[config.mk]
export PLATFORM = sky130hd
export DESIGN_NAME = skew_est_top
export DESIGN_NICKNAME = d
export VERILOG_FILES = /design/src/rtl/skew_pkg.sv /design/src/rtl/skew_diff_abs.sv /design/src/rtl/skew_accum.sv /design/src/rtl/skew_trim_lane.sv /design/src/rtl/skew_est_top.sv
export SDC_FILE = /design/constraint.sdc
export NUM_CORES = 1
export LEC_CHECK = 0
export BUFFER_PORTS_ARGS = -buffer_cell sky130_fd_sc_hd__buf_2
export CAP_MARGIN = 0
export CORE_MARGIN = 2
export CORE_UTILIZATION = 65
export CTS_CLUSTER_DIAMETER = 50
export DETAILED_ROUTE_END_ITERATION = 6
export PLACE_DENSITY = 0.91
export SLEW_MARGIN = 20
export SYNTH_ARGS = -nofsm -noshare
export SYNTH_HDL_FRONTEND = slang
export SYNTH_HIERARCHICAL = 1
export SYNTH_SLANG_ARGS = --single-unit
[constraint.sdc]
create_clock -name clk -period 17.5 [get_ports clk]
set_input_delay 4.375 -clock clk [delete_from_list [all_inputs] [get_ports clk]]
set_output_delay 4.375 -clock clk [all_outputs]
set_load 0.01 [all_outputs]
[src/rtl/skew_pkg.sv]
// Shared types for the timing-skew estimator.
package skew_pkg;
    // Direction decided for one channel at a window close
    typedef enum logic [1:0] {
        STEP_HOLD = 2'd0,
        STEP_UP   = 2'd1,
        STEP_DOWN = 2'd2
    } step_e;
endpackage

[src/rtl/skew_diff_abs.sv]
// Magnitude of the step between two two's complement samples.
// Assumes both operands are DW-bit signed; the result fits DW bits unsigned.
module skew_diff_abs #(
    parameter int DW = 12
) (
    input  logic signed [DW-1:0] cur_i,
    input  logic signed [DW-1:0] prev_i,
    output logic        [DW-1:0] mag_o
);
    logic signed [DW:0] diff_w;
    logic signed [DW:0] neg_w;

    // Sign-extended subtraction, then magnitude
    always_comb begin
        diff_w = {cur_i[DW-1], cur_i} - {prev_i[DW-1], prev_i};
        neg_w  = -diff_w;
        mag_o  = diff_w[DW] ? neg_w[DW-1:0] : diff_w[DW-1:0];
    end
endmodule

[src/rtl/skew_accum.sv]
// Per-pair magnitude accumulators with a snapshot taken at window close.
// Assumes close_i is only raised together with add_en_i.
module skew_accum #(
    parameter int NCH   = 4,
    parameter int DW    = 12,
    parameter int ACC_W = 24,
    localparam int CH_W = $clog2(NCH)
) (
    input  logic                   clk,
    input  logic                   rst_n,
    input  logic                   add_en_i,
    input  logic                   close_i,
    input  logic [CH_W-1:0]        pair_i,
    input  logic [DW-1:0]          mag_i,
    output logic [NCH*ACC_W-1:0]   snap_o
);
    for (genvar k = 0; k < NCH; k++) begin : g_pair
        logic [ACC_W-1:0] acc_q;
        logic [ACC_W-1:0] snap_q;
        logic [ACC_W-1:0] addend_w;

        // Only the addressed pair receives the new magnitude
        always_comb addend_w = (pair_i == CH_W'(k)) ? ACC_W'(mag_i) : '0;

        // Accumulate; on close, publish the total and restart from zero
        always_ff @(posedge clk) begin
            if (!rst_n) begin
                acc_q  <= '0;
                snap_q <= '0;
            end else if (add_en_i) begin
                if (close_i) begin
                    snap_q <= acc_q + addend_w;
                    acc_q  <= '0;
                end else begin
                    acc_q  <= acc_q + addend_w;
                end
            end
        end

        assign snap_o[k*ACC_W +: ACC_W] = snap_q;
    end
endmodule

[src/rtl/skew_trim_lane.sv]
// Trim code for one non-reference channel. Compares the interval that ends
// at the channel with the interval that starts at it and moves the code by
// one step, saturating. Assumes apply_i is a single-cycle pulse.
module skew_trim_lane
    import skew_pkg::*;
#(
    parameter int ACC_W     = 24,
    parameter int CODE_W    = 6,
    parameter int CODE_INIT = 32
) (
    input  logic              clk,
    input  logic              rst_n,
    input  logic              apply_i,
    input  logic [ACC_W-1:0]  gap_in_i,
    input  logic [ACC_W-1:0]  gap_out_i,
    input  logic [ACC_W-1:0]  deadband_i,
    output logic [CODE_W-1:0] code_o
);
    localparam logic [CODE_W-1:0] CODE_MAX = '1;

    logic [ACC_W:0]    in_lim_w;
    logic [ACC_W:0]    out_lim_w;
    step_e             step_w;
    logic [CODE_W-1:0] code_q;

    // Choose a direction; gaps equal within the deadband hold
    always_comb begin
        in_lim_w  = {1'b0, gap_in_i}  + {1'b0, deadband_i};
        out_lim_w = {1'b0, gap_out_i} + {1'b0, deadband_i};
        if ({1'b0, gap_in_i} > out_lim_w)
            step_w = STEP_DOWN;
        else if ({1'b0, gap_out_i} > in_lim_w)
            step_w = STEP_UP;
        else
            step_w = STEP_HOLD;
    end

    // Register the code, stepping once per window with saturation
    always_ff @(posedge clk) begin
        if (!rst_n) begin
            code_q <= CODE_W'(CODE_INIT);
        end else if (apply_i) begin
            unique case (step_w)
                STEP_UP:   if (code_q != CODE_MAX) code_q <= code_q + 1'b1;
                STEP_DOWN: if (code_q != '0)       code_q <= code_q - 1'b1;
                default:   code_q <= code_q;
            endcase
        end
    end

    assign code_o = code_q;
endmodule

[src/rtl/skew_est_top.sv]
// Blind timing-skew estimator for a round-robin interleaved ADC stream.
// Assumes NCH is a power of two and samples arrive tagged in channel order.
// Channel 0 is the timing reference; its code is fixed.
module skew_est_top #(
    parameter int NCH       = 4,
    parameter int DW        = 12,
    parameter int WIN_LOG2  = 12,
    parameter int CODE_W    = 6,
    parameter int CODE_INIT = 32,
    parameter int ACC_W     = DW + WIN_LOG2,
    localparam int CH_W     = $clog2(NCH)
) (
    input  logic                     clk,
    input  logic                     rst_n,
    input  logic                     smp_valid_i,
    input  logic [CH_W-1:0]          smp_chan_i,
    input  logic [DW-1:0]            smp_data_i,
    input  logic [ACC_W-1:0]         deadband_i,
    output logic [NCH*CODE_W-1:0]    trim_code_o,
    output logic                     trim_upd_o
);
    localparam int CNT_W = WIN_LOG2 + CH_W;
    localparam logic [CNT_W-1:0] CNT_LAST = CNT_W'((NCH << WIN_LOG2) - 1);

    logic signed [DW-1:0] prev_q;
    logic                 have_prev_q;
    logic [CNT_W-1:0]     cnt_q;
    logic                 done_q;
    logic                 upd_q;
    logic [DW-1:0]        mag_w;
    logic                 add_en_w;
    logic                 close_w;
    logic [CH_W-1:0]      pair_w;
    logic [NCH*ACC_W-1:0] snap_w;

    // Pair index is the channel before the new sample
    always_comb begin
        add_en_w = smp_valid_i && have_prev_q;
        close_w  = add_en_w && (cnt_q == CNT_LAST);
        pair_w   = smp_chan_i - 1'b1;
    end

    skew_diff_abs #(.DW(DW)) u_diff (
        .cur_i  (smp_data_i),
        .prev_i (prev_q),
        .mag_o  (mag_w)
    );

    // Remember the last valid sample; the first one only seeds history
    always_ff @(posedge clk) begin
        if (!rst_n) begin
            prev_q      <= '0;
            have_prev_q <= 1'b0;
        end else if (smp_valid_i) begin
            prev_q      <= smp_data_i;
            have_prev_q <= 1'b1;
        end
    end

    // Count differences in the current window
    always_ff @(posedge clk) begin
        if (!rst_n)
            cnt_q <= '0;
        else if (add_en_w)
            cnt_q <= close_w ? '0 : cnt_q + 1'b1;
    end

    // Delay the close into the apply pulse and the output strobe
    always_ff @(posedge clk) begin
        if (!rst_n) begin
            done_q <= 1'b0;
            upd_q  <= 1'b0;
        end else begin
            done_q <= close_w;
            upd_q  <= done_q;
        end
    end

    skew_accum #(.NCH(NCH), .DW(DW), .ACC_W(ACC_W)) u_accum (
        .clk      (clk),
        .rst_n    (rst_n),
        .add_en_i (add_en_w),
        .close_i  (close_w),
        .pair_i   (pair_w),
        .mag_i    (mag_w),
        .snap_o   (snap_w)
    );

    assign trim_code_o[CODE_W-1:0] = CODE_W'(CODE_INIT);

    for (genvar j = 1; j < NCH; j++) begin : g_lane
        skew_trim_lane #(
            .ACC_W     (ACC_W),
            .CODE_W    (CODE_W),
            .CODE_INIT (CODE_INIT)
        ) u_lane (
            .clk        (clk),
            .rst_n      (rst_n),
            .apply_i    (done_q),
            .gap_in_i   (snap_w[(j-1)*ACC_W +: ACC_W]),
            .gap_out_i  (snap_w[j*ACC_W +: ACC_W]),
            .deadband_i (deadband_i),
            .code_o     (trim_code_o[j*CODE_W +: CODE_W])
        );
    end

    assign trim_upd_o = upd_q;
endmodule

==> impl_metrics.json <==
{
  "synth_cells": 3011,
  "ir_drop_v": 0.0000774,
  "grt_max_degree": 96,
  "gp_congestion": 1.04,
  "ys_ff_latch": 239,
  "area_growth_syn_to_layout_pct": 6.53,
  "ys_warn_count": 6,
  "cts_made_buffers": 29,
  "cts_tree": "done",
  "synth_ff_type": "dfxtp_1",
  "core_um2": 36400,
  "crit_path_end_kind": "flop",
  "tns_ns": 0,
  "path_max_fanout": 6,
  "placementRows": 70,
  "syn_avg_cell_area_um2": 7.94,
  "drc": 0,
  "synth_edf_count": 0,
  "die_x_um": 196,
  "port_buffers": 59,
  "hpwl_um": 54700,
  "drt_iter0_drc": 2285,
  "finClkSkew_ns": 0.0126,
  "post_drt_via_cell_ratio": 6.74,
  "worst_slack_ns": 7.50,
  "placed_cell_area_um2": 24500,
  "die_y_um": 196,
  "final_common_cell": "ha_1",
  "diodes": 0,
  "final_nets": 3429,
  "drive_gt1_frac": 0.0633,
  "slew_viol_final": 0,
  "die_area_um2": 38300,
  "cts.clk_slew.worst_paths_ns": 0.06,
  "finalCriticalPeriod_ns": 10.0,
  "synth_area_um2": 23900,
  "start_util": 0.656,
  "p_leak_nw": 11.4,
  "cts.path.max_buffers": 3,
  "synth_cell_type_count": 108,
  "cts_sinks": 239,
  "status": "finished clean",
  "grt_pass1_vias": 22978,
  "async_flop_share": 0,
  "cp.required_ns": 17.95,
  "worst_pin_slew_ns": 1.24,
  "worst_ep_arrival_time_ns": 10.45,
  "clock.fmax_mhz": 100,
  "fin_crit_sh": 0.571,
  "routedWlPerCell_um": 20.3,
  "cts_setup_buffers": 0,
  "dr.pass1.iters": 6,
  "cts_hold_buffers": 0,
  "relSlewSlack": 0.155,
  "cts_root_buffer": "clkbuf_16",
  "clkLatencyLatePin_ns": 0.57,
  "ant_nets": 0,
  "cp-start-kind": "input pin",
  "min_path_type": "reg -> reg",
  "yosysSeqAreaShare": 0.200,
  "final_hold_viol_count": 0,
  "ctsResizeCount": 0,
  "worstSetupPathType": "in -> reg",
  "htreeDepth": 1,
  "finalInstanceArea_um2": 25500,
  "cap_violations": 0,
  "drt-total-wl_um": 71100,
  "fill_cells": 2889,
  "dp_slack_ns": 7.06,
  "rsz0062_at_grt": "no",
  "gr-total-overflow": 0,
  "grt_antenna_before_repair": 0,
  "ios": 66,
  "grt_pass1_wl_um": 112000,
  "num_vias": 23615,
  "layout_common_cells": "ha_1 (362), a21oi_1 (261), nand2_1 (241), dfxtp_1 (239), nor2_1 (219)",
  "grt_use_total": 0.360,
  "cellPowerDensity_nw_per_um2": 56.6,
  "setup_viol": 0
}
synth_stat cells, types with 26 or more instances:
library cell / n / area [um^2]
a211oi_1: 43 / 323
a21o_1: 104 / 781
a21oi_1: 261 / 1310
a31oi_1: 43 / 269
and2_1: 45 / 282
and3_1: 41 / 257
clkbuf_1: 72 / 270
dfxtp_1: 239 / 4780
ha_1: 362 / 4530
inv_1: 119 / 447
mux2i_1: 26 / 260
nand2_1: 242 / 908
nand2b_1: 40 / 250
nand3_1: 99 / 495
nand4_1: 51 / 319
nor2_1: 223 / 837
nor2b_1: 51 / 319
nor3_1: 53 / 265
o211ai_1: 31 / 233
o21a_1: 45 / 338
o21ai_0: 189 / 946
or3_1: 35 / 219
xnor2_1: 116 / 1020
xor2_1: 99 / 867
metrics by stage:
stage | util | std cells | hold slack [ns] | power [mW]
2_1_floorplan | - | 3015 | 0.432 | 0.755
3_3_place_gp | 0.672 | 3449 | 0.441 | 0.812
3_5_place_dp | 0.672 | 3449 | 0.457 | 0.823
4_1_cts | 0.699 | 3502 | 0.470 | 1.44
5_1_grt | 0.699 | 3502 | 0.496 | 1.49
6_report | 0.699 | 3502 | 0.466 | 1.44
layout make-up:
| cell class | instances | area, um^2 | share of cell area |
|---|---|---|---|
| Clock inverter | 15 | 170 | 0.00668 |
| Tap cell | 468 | 586 | 0.0230 |
| Clock buffer | 38 | 820 | 0.0322 |
| Multi-Input combinational cell | 2549 | 18300 | 0.717 |
| Inverter | 122 | 464 | 0.0182 |
| Sequential cell | 239 | 4780 | 0.188 |
| Timing Repair Buffer | 71 | 388 | 0.0152 |
layer usage:
| metal | vias to the layer above | routed length, um | GRT usage |
|---|---|---|---|
| li1 | 11177 | - | - |
| met1 | 11118 | 28100 | 0.433 |
| met2 | 1082 | 33000 | 0.623 |
| met3 | 238 | 5890 | 0.0407 |
| met4 | 0 | 4220 | 0.210 |
| met5 | - | 0 | 0 |
sequential cells by signal, summed over array words and instances (netlist names):
register,flops
g_lane.u_lane/code_o,18
cnt_q,14
have_prev_q,1
done_q,1
u_accum/g_pair.snap_q,96
prev_q,12
trim_upd_o,1
u_accum/g_pair.acc_q,96
power by group:
| group | internal [mW] | switching (mW) |
|---|---|---|
| Sequential | 0.550 | 0.00457 |
| Clock | 0.364 | 0.257 |
| Combinational | 0.0973 | 0.168 |
| Total | 1.01 | 0.429 |
cell families after synthesis:
family / Yosys count / share of synthesized area
fa+ha+maj: 376 / 0.201
xor+xnor: 215 / 0.0787
buf+inv: 227 / 0.0379
simple gates: 989 / 0.210
mux: 29 / 0.0128
other cells: 2 / 0.000314
compound gates: 934 / 0.259
flops: 239 / 0.200
path summary, 6_finish.rpt:
check                                    from                          to  slack (ns)  depth (start not counted)
setup / recovery                deadband_i[0]  g_lane[3].u_lane/code_o[5]        7.50                         28
setup reg to reg  u_accum/g_pair[3].snap_q[0]  g_lane[3].u_lane/code_o[5]       11.17                         27
hold / removal     u_accum/g_pair[0].acc_q[8]  u_accum/g_pair[0].acc_q[8]        0.47                          2
hold reg to reg    u_accum/g_pair[0].acc_q[8]  u_accum/g_pair[0].acc_q[8]        0.47                          2
critical path, cell delays in order:
cell	delay (ns)
buf_2	0.16
ha_1	0.26
fa_1	0.43
a21oi_1	0.22
o21bai_1	0.13
o31a_1	0.34
o2111ai_2	0.23
a31oi_1	0.15
o41ai_1	0.45
o21bai_1	0.11
a21oi_1	0.18
xor2_1	0.09
ha_1	0.31
and4_1	0.25
and4_1	0.24
nand3_1	0.13
or3_1	0.33
nand3_1	0.09
a311o_2	0.22
clkinv_4	0.12
ha_1	0.29
a21o_1	0.18
a21o_1	0.20
a21o_1	0.19
a21oi_1	0.18
nor2_1	0.06
a31oi_1	0.20
mux2_1	0.34
(Power assumes the default switching activity.)
